[config.mk]
export PLATFORM = sky130hd
export DESIGN_NAME = sdclk_gen
export DESIGN_NICKNAME = d
export VERILOG_FILES = /design/src/rtl/sdclk_pkg.sv /design/src/rtl/sdclk_ratio_sel.sv /design/src/rtl/sdclk_phase_gen.sv /design/src/rtl/sdclk_timeout.sv /design/src/rtl/sdclk_gen.sv
export SDC_FILE = /design/constraint.sdc
export NUM_CORES = 1
export LEC_CHECK = 0
export ABC_AREA = 1
export BUFFER_PORTS_ARGS = -buffer_cell sky130_fd_sc_hd__clkbuf_2
export CORE_MARGIN = 10
export CORE_UTILIZATION = 59
export CTS_CLUSTER_DIAMETER = 100
export DETAILED_ROUTE_END_ITERATION = 10
export PLACE_DENSITY = 0.8
export SYNTH_ARGS = -nofsm -noshare
export SYNTH_HDL_FRONTEND = slang
export SYNTH_SLANG_ARGS = --single-unit
[constraint.sdc]
create_clock -name clk -period 2.5 [get_ports clk]
set_clock_uncertainty 0.05 [all_clocks]
set_input_delay 0.5 -clock clk [delete_from_list [all_inputs] [get_ports clk]]
set_output_delay 0.5 -clock clk [all_outputs]
set_load 0.01 [all_outputs]
[src/rtl/sdclk_pkg.sv]
package sdclk_pkg;

    typedef enum logic {
        PH_HIGH = 1'b0,
        PH_LOW  = 1'b1
    } phase_e;

    typedef enum logic [1:0] {
        TM_IDLE  = 2'd0,
        TM_RUN   = 2'd1,
        TM_FIRED = 2'd2
    } tmr_state_e;

endpackage

[src/rtl/sdclk_ratio_sel.sv]
module sdclk_ratio_sel #(
    parameter int DIV_W  = 11,
    parameter int FAST_W = 3
) (
    input  logic [DIV_W-1:0] div_val,
    input  logic             slow_card,
    input  logic             data_mode,
    output logic [DIV_W:0]   ratio
);
    localparam logic [DIV_W:0] OFFSET = (DIV_W+1)'(2);

    logic [DIV_W-1:0] eff;

    generate
        if (FAST_W >= DIV_W) begin : g_full
            assign eff = div_val;
        end else begin : g_trunc
            always_comb begin
                eff = div_val;
                if (data_mode && !slow_card) begin
                    eff = {{(DIV_W-FAST_W){1'b0}}, div_val[FAST_W-1:0]};
                end
            end
        end
    endgenerate

    assign ratio = {1'b0, eff} + OFFSET;

endmodule

[src/rtl/sdclk_phase_gen.sv]
module sdclk_phase_gen
    import sdclk_pkg::*;
#(
    parameter int DIV_W = 11
) (
    input  logic           clk,
    input  logic           rst_n,
    input  logic [DIV_W:0] next_ratio,
    output logic           sd_clk,
    output logic           sd_clk_en
);
    localparam logic [DIV_W:0] ONE_R     = (DIV_W+1)'(1);
    localparam logic [DIV_W:0] RST_RATIO = (DIV_W+1)'((1 << DIV_W) + 1);

    function automatic logic [DIV_W-1:0] high_last(input logic [DIV_W:0] r);
        logic [DIV_W:0] h;
        h = (r + ONE_R) >> 1;
        return DIV_W'(h - ONE_R);
    endfunction

    function automatic logic [DIV_W-1:0] low_last(input logic [DIV_W:0] r);
        logic [DIV_W:0] l;
        l = r >> 1;
        return DIV_W'(l - ONE_R);
    endfunction

    phase_e           phase, phase_n;
    logic [DIV_W-1:0] cnt, cnt_n;
    logic [DIV_W:0]   ratio_q, ratio_n;
    logic             wrap;
    logic             en_q;

    // state register
    always_ff @(posedge clk or negedge rst_n) begin
        if (!rst_n) begin
            phase   <= PH_HIGH;
            cnt     <= high_last(RST_RATIO);
            ratio_q <= RST_RATIO;
        end else begin
            phase   <= phase_n;
            cnt     <= cnt_n;
            ratio_q <= ratio_n;
        end
    end

    // next-state logic: HIGH_TO_LOW and LOW_TO_HIGH transitions
    always_comb begin
        phase_n = phase;
        cnt_n   = cnt - 1'b1;
        ratio_n = ratio_q;
        wrap    = 1'b0;
        if (cnt == '0) begin
            unique case (phase)
                PH_HIGH: begin
                    phase_n = PH_LOW;
                    cnt_n   = low_last(ratio_q);
                end
                PH_LOW: begin
                    phase_n = PH_HIGH;
                    ratio_n = next_ratio;
                    cnt_n   = high_last(next_ratio);
                    wrap    = 1'b1;
                end
            endcase
        end
    end

    // outputs
    always_ff @(posedge clk or negedge rst_n) begin
        if (!rst_n) begin
            en_q <= 1'b0;
        end else begin
            en_q <= wrap;
        end
    end

    assign sd_clk    = (phase == PH_HIGH);
    assign sd_clk_en = en_q;

    AST_EN_SINGLE: assert property (@(posedge clk) disable iff (!rst_n)
        sd_clk_en |=> !sd_clk_en);

    AST_EN_AT_RISE: assert property (@(posedge clk) disable iff (!rst_n)
        sd_clk_en |-> (phase == PH_HIGH) && ($past(phase) == PH_LOW));

    AST_RATIO_HOLD: assert property (@(posedge clk) disable iff (!rst_n)
        (phase == PH_LOW || $past(phase) == PH_HIGH) |-> $stable(ratio_q));

endmodule

[src/rtl/sdclk_timeout.sv]
module sdclk_timeout
    import sdclk_pkg::*;
#(
    parameter int          TMO_W   = 32,
    parameter logic [31:0] TMO_RST = 32'h00F0_0000
) (
    input  logic             clk,
    input  logic             rst_n,
    input  logic             tick,
    input  logic             start,
    input  logic             done,
    input  logic [TMO_W-1:0] start_val,
    output logic             tmo_event
);
    localparam logic [TMO_W-1:0] ONE_T = TMO_W'(1);

    tmr_state_e       state, state_n;
    logic [TMO_W-1:0] cnt, cnt_n;
    logic             fire;
    logic             evt_q;

    // state register
    always_ff @(posedge clk or negedge rst_n) begin
        if (!rst_n) begin
            state <= TM_IDLE;
            cnt   <= TMO_W'(TMO_RST);
        end else begin
            state <= state_n;
            cnt   <= cnt_n;
        end
    end

    // ARM / REARM have priority over DISARM, which has priority over EXPIRE
    always_comb begin
        state_n = state;
        cnt_n   = cnt;
        fire    = 1'b0;
        if (start) begin
            state_n = TM_RUN;
            cnt_n   = start_val;
        end else if (done) begin
            if (state == TM_RUN) begin
                state_n = TM_IDLE;
            end
        end else begin
            unique case (state)
                TM_RUN: begin
                    if (tick) begin
                        if (cnt <= ONE_T) begin
                            state_n = TM_FIRED;
                            cnt_n   = '0;
                            fire    = 1'b1;
                        end else begin
                            cnt_n = cnt - ONE_T;
                        end
                    end
                end
                TM_IDLE, TM_FIRED: begin
                    state_n = state;
                end
                default: begin
                    state_n = TM_IDLE;
                end
            endcase
        end
    end

    // outputs
    always_ff @(posedge clk or negedge rst_n) begin
        if (!rst_n) begin
            evt_q <= 1'b0;
        end else begin
            evt_q <= fire;
        end
    end

    assign tmo_event = evt_q;

    AST_EVT_ONCE: assert property (@(posedge clk) disable iff (!rst_n)
        tmo_event |=> !tmo_event);

    AST_START_LOADS: assert property (@(posedge clk) disable iff (!rst_n)
        start |=> (state == TM_RUN) && (cnt == $past(start_val)));

    AST_DONE_QUIET: assert property (@(posedge clk) disable iff (!rst_n)
        (done && !start) |=> !tmo_event);

endmodule

[src/rtl/sdclk_gen.sv]
module sdclk_gen #(
    parameter int          DIV_W   = 11,
    parameter int          FAST_W  = 3,
    parameter int          TMO_W   = 32,
    parameter logic [31:0] TMO_RST = 32'h00F0_0000
) (
    input  logic             clk,
    input  logic             rst_n,
    input  logic [DIV_W-1:0] div_val,
    input  logic             slow_card,
    input  logic             data_mode,
    input  logic [TMO_W-1:0] tmo_start_val,
    input  logic             tmo_start,
    input  logic             tmo_done,
    output logic             sd_clk,
    output logic             sd_clk_en,
    output logic             tmo_event
);
    logic [DIV_W:0] next_ratio;
    logic           en_int;

    sdclk_ratio_sel #(.DIV_W(DIV_W), .FAST_W(FAST_W)) u_sel (
        .div_val   (div_val),
        .slow_card (slow_card),
        .data_mode (data_mode),
        .ratio     (next_ratio)
    );

    sdclk_phase_gen #(.DIV_W(DIV_W)) u_phase (
        .clk        (clk),
        .rst_n      (rst_n),
        .next_ratio (next_ratio),
        .sd_clk     (sd_clk),
        .sd_clk_en  (en_int)
    );

    sdclk_timeout #(.TMO_W(TMO_W), .TMO_RST(TMO_RST)) u_tmo (
        .clk       (clk),
        .rst_n     (rst_n),
        .tick      (en_int),
        .start     (tmo_start),
        .done      (tmo_done),
        .start_val (tmo_start_val),
        .tmo_event (tmo_event)
    );

    assign sd_clk_en = en_int;

endmodule

==> results of run 1 <==
power by group through the flow:
stage,logic (mW),clock network (mW),registers (mW)
6_report,0.339,0.868,1.09
5_1_grt,0.392,0.928,1.10
4_1_cts,0.342,0.881,1.09
3_5_place_dp,0.339,0,1.10
3_3_place_gp,0.327,0,1.10
2_1_floorplan,0.231,0,1.09
how the worst max path moves through the flow:
stage | cells past startpoint | slack [ns] | endpoint
2_1_floorplan | 16 | 0.28 | u_phase.cnt[10]
3_3_place_gp | 17 | 0.06 | u_phase.cnt[10]
3_5_place_dp | 17 | -0.02 | u_phase.cnt[10]
4_1_cts | 14 | 0.16 | u_phase.cnt[10]
5_1_grt | 14 | 0.008 | u_phase.cnt[10]
6_report | 14 | 0.16 | u_phase.cnt[10]
worst max-delay path: cells and delay by family (launching register included):
kind	cells	cell delay (ns)
DFF	1	0.40
AOI/OAI and AO/OA	1	0.15
and+or+nand+nor	10	1.28
buffers and inverters	2	0.15
adders and majority gates	1	0.25
metal layers:
metal / wire [um] / track usage (%) / part of all wire (%)
met5: 0 / 0 / 0
met4: 172 / 7.267 / 1.8
met3: 548 / 4.625 / 5.7
met2: 4908 / 34.49 / 51
met1: 3984 / 21.57 / 41
layout make-up:
cell class / count / area [um^2] / area share [%]
multi-input cells: 413 / 2178 / 47.41
well taps: 80 / 100.1 / 2.179
flip-flops and latches: 59 / 1484 / 32.30
clock inverters: 5 / 52.55 / 1.144
repair buffers: 61 / 330.3 / 7.190
inverters: 82 / 307.8 / 6.699
clock buffers: 11 / 141.4 / 3.077
cell families after synthesis:
kind of cell               count (synthesis)  share of synthesized area (%)
and+or+nand+nor                          292                          33.15
buffers and inverters                     94                          9.133
AOI/OAI and AO/OA                         87                          12.92
DFF                                       59                          36.84
xor gates and xnor gates                  28                          6.089
adders and majority gates                  6                          1.864
flip-flops by register name (all words and copies together) (netlist names):
signal	cells
u_tmo.cnt	32
u_phase.cnt	11
u_phase.ratio_q	11
u_tmo.state	2
u_phase.phase	1
u_phase.sd_clk_en	1
u_tmo.tmo_event	1
stage by stage:
step,std cells,utilization [%]
floorplan,566,-
global placement,695,65.49
detailed placement,695,65.49
CTS,711,68.38
global route,711,68.38
finish,711,68.38
cell usage in the layout (no fill, tap or decap), types with 9 or more instances in the layout:
| cell | synthesis | layout |
|---|---|---|
| nand2_1 | 130 | 130 |
| buf_4 | 1 | 10 |
| nor2_1 | 76 | 75 |
| dfrtp_1 | 53 | 53 |
| a22oi_1 | 18 | 18 |
| clkbuf_8 | 0 | 10 |
| nand3_1 | 30 | 30 |
| clkbuf_2 | 0 | 51 |
| inv_1 | 76 | 76 |
| xnor2_1 | 14 | 14 |
| nand2_2 | 9 | 9 |
| nand4_1 | 9 | 9 |
| nor2_2 | 13 | 14 |
| o21ai_0 | 28 | 28 |
| o21ai_1 | 19 | 19 |
| xor2_1 | 14 | 14 |
==> results.yml, run 1 <==
run_status:
  status: "finished, final reports clean"
logic_synthesis:
  synth_top_cell_by_area: "dfrtp_1"
  synth-seq-area-share_pct: 36.84
  ys_seq_elements: 59
  yosysTopAreaCellShare_pct: 32.93
  synth_ff_type: "dfrtp_1"
  synth.avg_cell_area_um2: 7.116
  synth_commonest_cells: "130 x nand2_1, 76 x inv_1, 76 x nor2_1"
  synth_edf_count: 0
  synth.distinct_cells: 39
  ys_async_sr_fraction_pct: 100.0
  syn-cell-area_um2: 4028
  synth.most_common_cell: "nand2_1"
  synthCells: 566
  syn-num-nets: 621
  yosys_warnings: 0
  yosys-top-cells-area: "dfrtp_1 33%, nand2_1 12%, inv_1 7.1%"
cells_and_area:
  antennaDiodeCount: 0
  nets: 681
  drive_gt1_share_pct: 20.29
  fill_cells: 599
  area_delta_synth_final_pct: 14.07
  postLayoutCellArea_um2: 4594
timing:
  max_freq_mhz: 427.9
  period_minus_slack_ns: 2.337
  max_slew_margin_pct: 50.78
  tns_ns: 0
  tightest_slew_ns: 0.7383
  finalSetupViolations: 0
  drv_slew: 0
  grt_setup_unrepaired: "no"
  whs_ns: 0.2549
  hold_viol: 0
  setup_ws_ns: 0.1631
  fin_crit_sh_pct: 93.47
power_and_ir_drop:
  pwr-share-seq_pct: 47.4
  p_leak_nw: 2.276
  p_comb_share_pct: 14.8
  finalPower_mw: 2.295
  p_sw_mw: 0.6557
  p_per_area_nw_per_um2: 499.5
  p_int_mw: 1.639
  p_clk_share_pct: 37.8
  ir_worst_vdd_uv: 233.0
  switching_share_pct: 28.57
clock_tree:
  clock_path_buffers: 2
  root_buffer: "clkbuf_8"
  cts_tree: "done"
  clk_pin_slew_ns: 0.07
  cts_resized: 0
  cts.htree.levels: 3
  clock_latency_ns: 0.34
  numClockSinks: 59
  hold_buffers: 0
  cts_buffers: 9
  post_cts_buffers: 0
die:
  fp.coreArea_um2: 6719
  rows: 30
  fp.dieH_um: 102.6
  start_util_pct: 59.94
  die_area_um2: 10530
  ios: 52
  dieWidth_um: 102.6
place:
  place_area_um2: 4400
  gp_congestion: 0.8770
  io_buffers: 51
  dp_worst_setup_slack_ns: -0.01707
  dp_hpwl_um: 7463
worst_setup_path:
  r2r_start: "u_phase.cnt[9]"
  critPathMaxFanout: 5
  slowest_delay_ns: 0.40
  reg2reg_depth: 14
  crit_chain: "nor3_2 > nand2_2 > inv_2 > nand2_1 > o21ai_1 > ha_1 > nand4_2 > nor2_1 > nand2_2 > nor2_4 > nand2_1 > nand2_1 > nand2_1 > inv_1"
  criticalPathCategory: "reg -> reg"
  end_kind: "flip-flop"
  crit_top_cell: "nand2_1"
  critPathLaunchType: "flip-flop"
  rrSetupSlack_ns: 0.16
  cp_slowest_cell: "dfrtp_1"
  crit_start: "u_phase.cnt[9]"
  reg2reg_to: "u_phase.cnt[10]"
  critPathArrivalTime_ns: 2.57
  cp.required_ns: 2.73
grt:
  grt_max_degree: 60
  overflow: 0
  groute.usage.overall_pct: 19.27
  grt_pass1_vias: 3809
  grt_pass1_wl_um: 16400
  antenna_found_initial: 0
drt:
  vias_per_cell: 5.419
  wire_per_inst_um: 13.52
  drc: 0
  drt_iter0_drc: 175
  num_vias: 3853
  wl_um: 9614
  postRouteAntennaNets: 0
  drtPass1Iterations: 5
min_path:
  hold_class: "in -> async"
run:
  drv_cap: 0
No activity file was read; power rests on OpenSTA's default activity.
==> run 2: changes to the inputs <==
==> constraint.sdc (replaced) <==
create_clock -name clk -period 2.5 [get_ports clk]
set_clock_uncertainty 0.05 [all_clocks]
set_input_delay 0.25 -clock clk [delete_from_list [all_inputs] [get_ports clk]]
set_output_delay 0.25 -clock clk [all_outputs]
set_load 0.01 [all_outputs]
==> run 2 against run 1 <==
Clock-buffer cell count unchanged; die area unchanged; register-to-register slack better by 0.10 ns; sequential power about the same; critical path type unchanged; highest routed layer unchanged.
==> results.yml, run 2 (synthesis gave the netlist of run 1 again) <==
run_status:
  status: "finished, final reports clean"
worst_setup_path:
  r2r_start: "u_phase.cnt[9]"
  reg2reg_to: "u_phase.cnt[10]"
  critPathLaunchType: "flip-flop"
  rrSetupSlack_ns: 0.27
  slowest_delay_ns: 0.40
  crit_top_cell: "nand2_1"
  cp_num_buf_inv: 2
  crit_chain: "nor3_2 > nand2_2 > inv_2 > nand2_1 > o21ai_1 > ha_2 > nand4_2 > nor2_1 > nand2_2 > nor2_4 > nand2_1 > nand2_1 > nand2_1 > inv_1"
  cp_slowest_cell: "dfrtp_1"
  critPathMaxFanout: 5
  reg2reg_depth: 14
  end_kind: "flip-flop"
  critPathTopFamily: "simple AND/OR/NAND/NOR gates"
  cp.required_ns: 2.74
  critPathArrivalTime_ns: 2.47
  criticalPathCategory: "reg -> reg"
cells_and_area:
  postLayoutCellArea_um2: 4618
  regMostFlops: "u_tmo.cnt"
  final_cell_mix: "130 x nand2_1, 76 x inv_1, 75 x nor2_1"
  nets: 677
  drive_gt1_share_pct: 20.10
  largest_register_ffs: 32
  mostFrequentLayoutCell: "nand2_1"
  top_regs: "u_tmo.cnt: 32 flops, u_phase.cnt: 11 flops, u_phase.ratio_q: 11 flops"
  antennaDiodeCount: 0
  area_delta_synth_final_pct: 14.66
  fill_cells: 597
die:
  fp.coreArea_um2: 6719
  start_util_pct: 59.94
  rows: 30
  ios: 52
  dieWidth_um: 102.6
  die_area_um2: 10530
  fp.dieH_um: 102.6
drt:
  wl_um: 9301
  postRouteAntennaNets: 0
  drtPass1Iterations: 5
  drt_iter0_drc: 113
  vias_per_cell: 5.324
  wire_per_inst_um: 13.16
  num_vias: 3764
  drc: 0
min_path:
  min_path_cells: 3
  holdPathEnd: "u_tmo.cnt[20]"
  worstHoldStart: "tmo_start_val[20]"
  hold_class: "in -> reg"
timing:
  max_slew_margin_pct: 50.41
  tns_ns: 0
  tightest_slew_ns: 0.7439
  period_minus_slack_ns: 2.234
  hold_viol: 0
  grt_setup_unrepaired: "no"
  fin_crit_sh_pct: 89.37
  finalSetupViolations: 0
  max_freq_mhz: 447.6
  drv_slew: 0
clock_tree:
  clock_path_buffers: 2
  cts.htree.levels: 3
  cts_buffers: 9
  clk_pin_slew_ns: 0.07
  root_buffer: "clkbuf_8"
  numClockSinks: 59
  clock_latency_ns: 0.34
  cts_tree: "done"
place:
  dp_hpwl_um: 7197
  io_buffers: 51
  place_area_um2: 4375
  gp_congestion: 0.8935
grt:
  grt_max_degree: 35
  grt_pass1_vias: 3798
  grt_pass1_wl_um: 15940
  antenna_found_initial: 0
  overflow: 0
  groute.usage.overall_pct: 18.63
power_and_ir_drop:
  ir_worst_vdd_uv: 242.2
  p_leak_nw: 2.279
  p_per_area_nw_per_um2: 523.0
run:
  drv_cap: 0
-- run 2: cell count changes in the layout (fill, tap and decap cells not counted), sizes merged --
cell / delta
buf: -5
bufinv: +1
clkinvlp: -1
dlygate4sd3: +1
-- run 2: report_power, final --
part	internal, mW	switching, mW
combinational	0.139	0.202
sequential	1.02	0.0690
clock	0.610	0.376
total	1.77	0.647
-- run 2: worst min-delay path: cells and delay by family --
kind                   cells  cell delay, ns
AO/OA/AOI/OAI              1            0.05
buffers and inverters      1            0.08
AND/OR/NAND/NOR            1            0.05
-- run 2: worst max-delay path by stage --
stage / from / end / slack (ns) / cells past startpoint
after floorplan: div_val[1] / u_phase.cnt[10] / 0.53 / 16
after global placement: div_val[1] / u_phase.cnt[10] / 0.28 / 17
after detailed placement: div_val[1] / u_phase.cnt[10] / 0.21 / 17
after CTS: u_phase.cnt[9] / u_phase.cnt[10] / 0.23 / 14
after global routing: u_phase.cnt[4] / u_phase.cnt[10] / 0.01 / 16
final: u_phase.cnt[9] / u_phase.cnt[10] / 0.27 / 14
-- run 2: routing by layer --
layer	share of wire, %	GRT usage (%)	vias up
met1	43	20.74	1722
met3	4.7	3.083	17
met5	0	0	-
met4	2.3	10.20	0
li1	-	-	1931
met2	50	33.07	94
-- run 2: layout make-up --
type	instances	area (um^2)	share of cell area, %
Multi-Input combinational cell	413	2185	47.30
Sequential cell	59	1484	32.13
Clock buffer	11	151.4	3.278
Clock inverter	5	75.07	1.626
Tap cell	80	100.1	2.167
Inverter	82	307.8	6.665
Timing Repair Buffer	57	315.3	6.827
-- run 2: metrics by stage --
step	hold slack, ns	worst slack [ns]	power (mW)	utilization (%)	instances
2_1_floorplan	-0.09559	0.5253	1.318	-	566
3_3_place_gp	0.2817	0.2803	1.427	65.12	690
3_5_place_dp	0.2935	0.2124	1.444	65.12	690
4_1_cts	0.03505	0.2262	2.426	68.64	707
5_1_grt	0.06138	0.01272	2.533	68.73	707
6_report	0.04131	0.2657	2.415	68.73	707
-- run 2: repair_timing --
item,CTS,global route
setup endpoints to repair,0,1
hold buffers,1,0
resized for setup,0,2
hold endpoints to repair,21,0
setup buffers,0,0
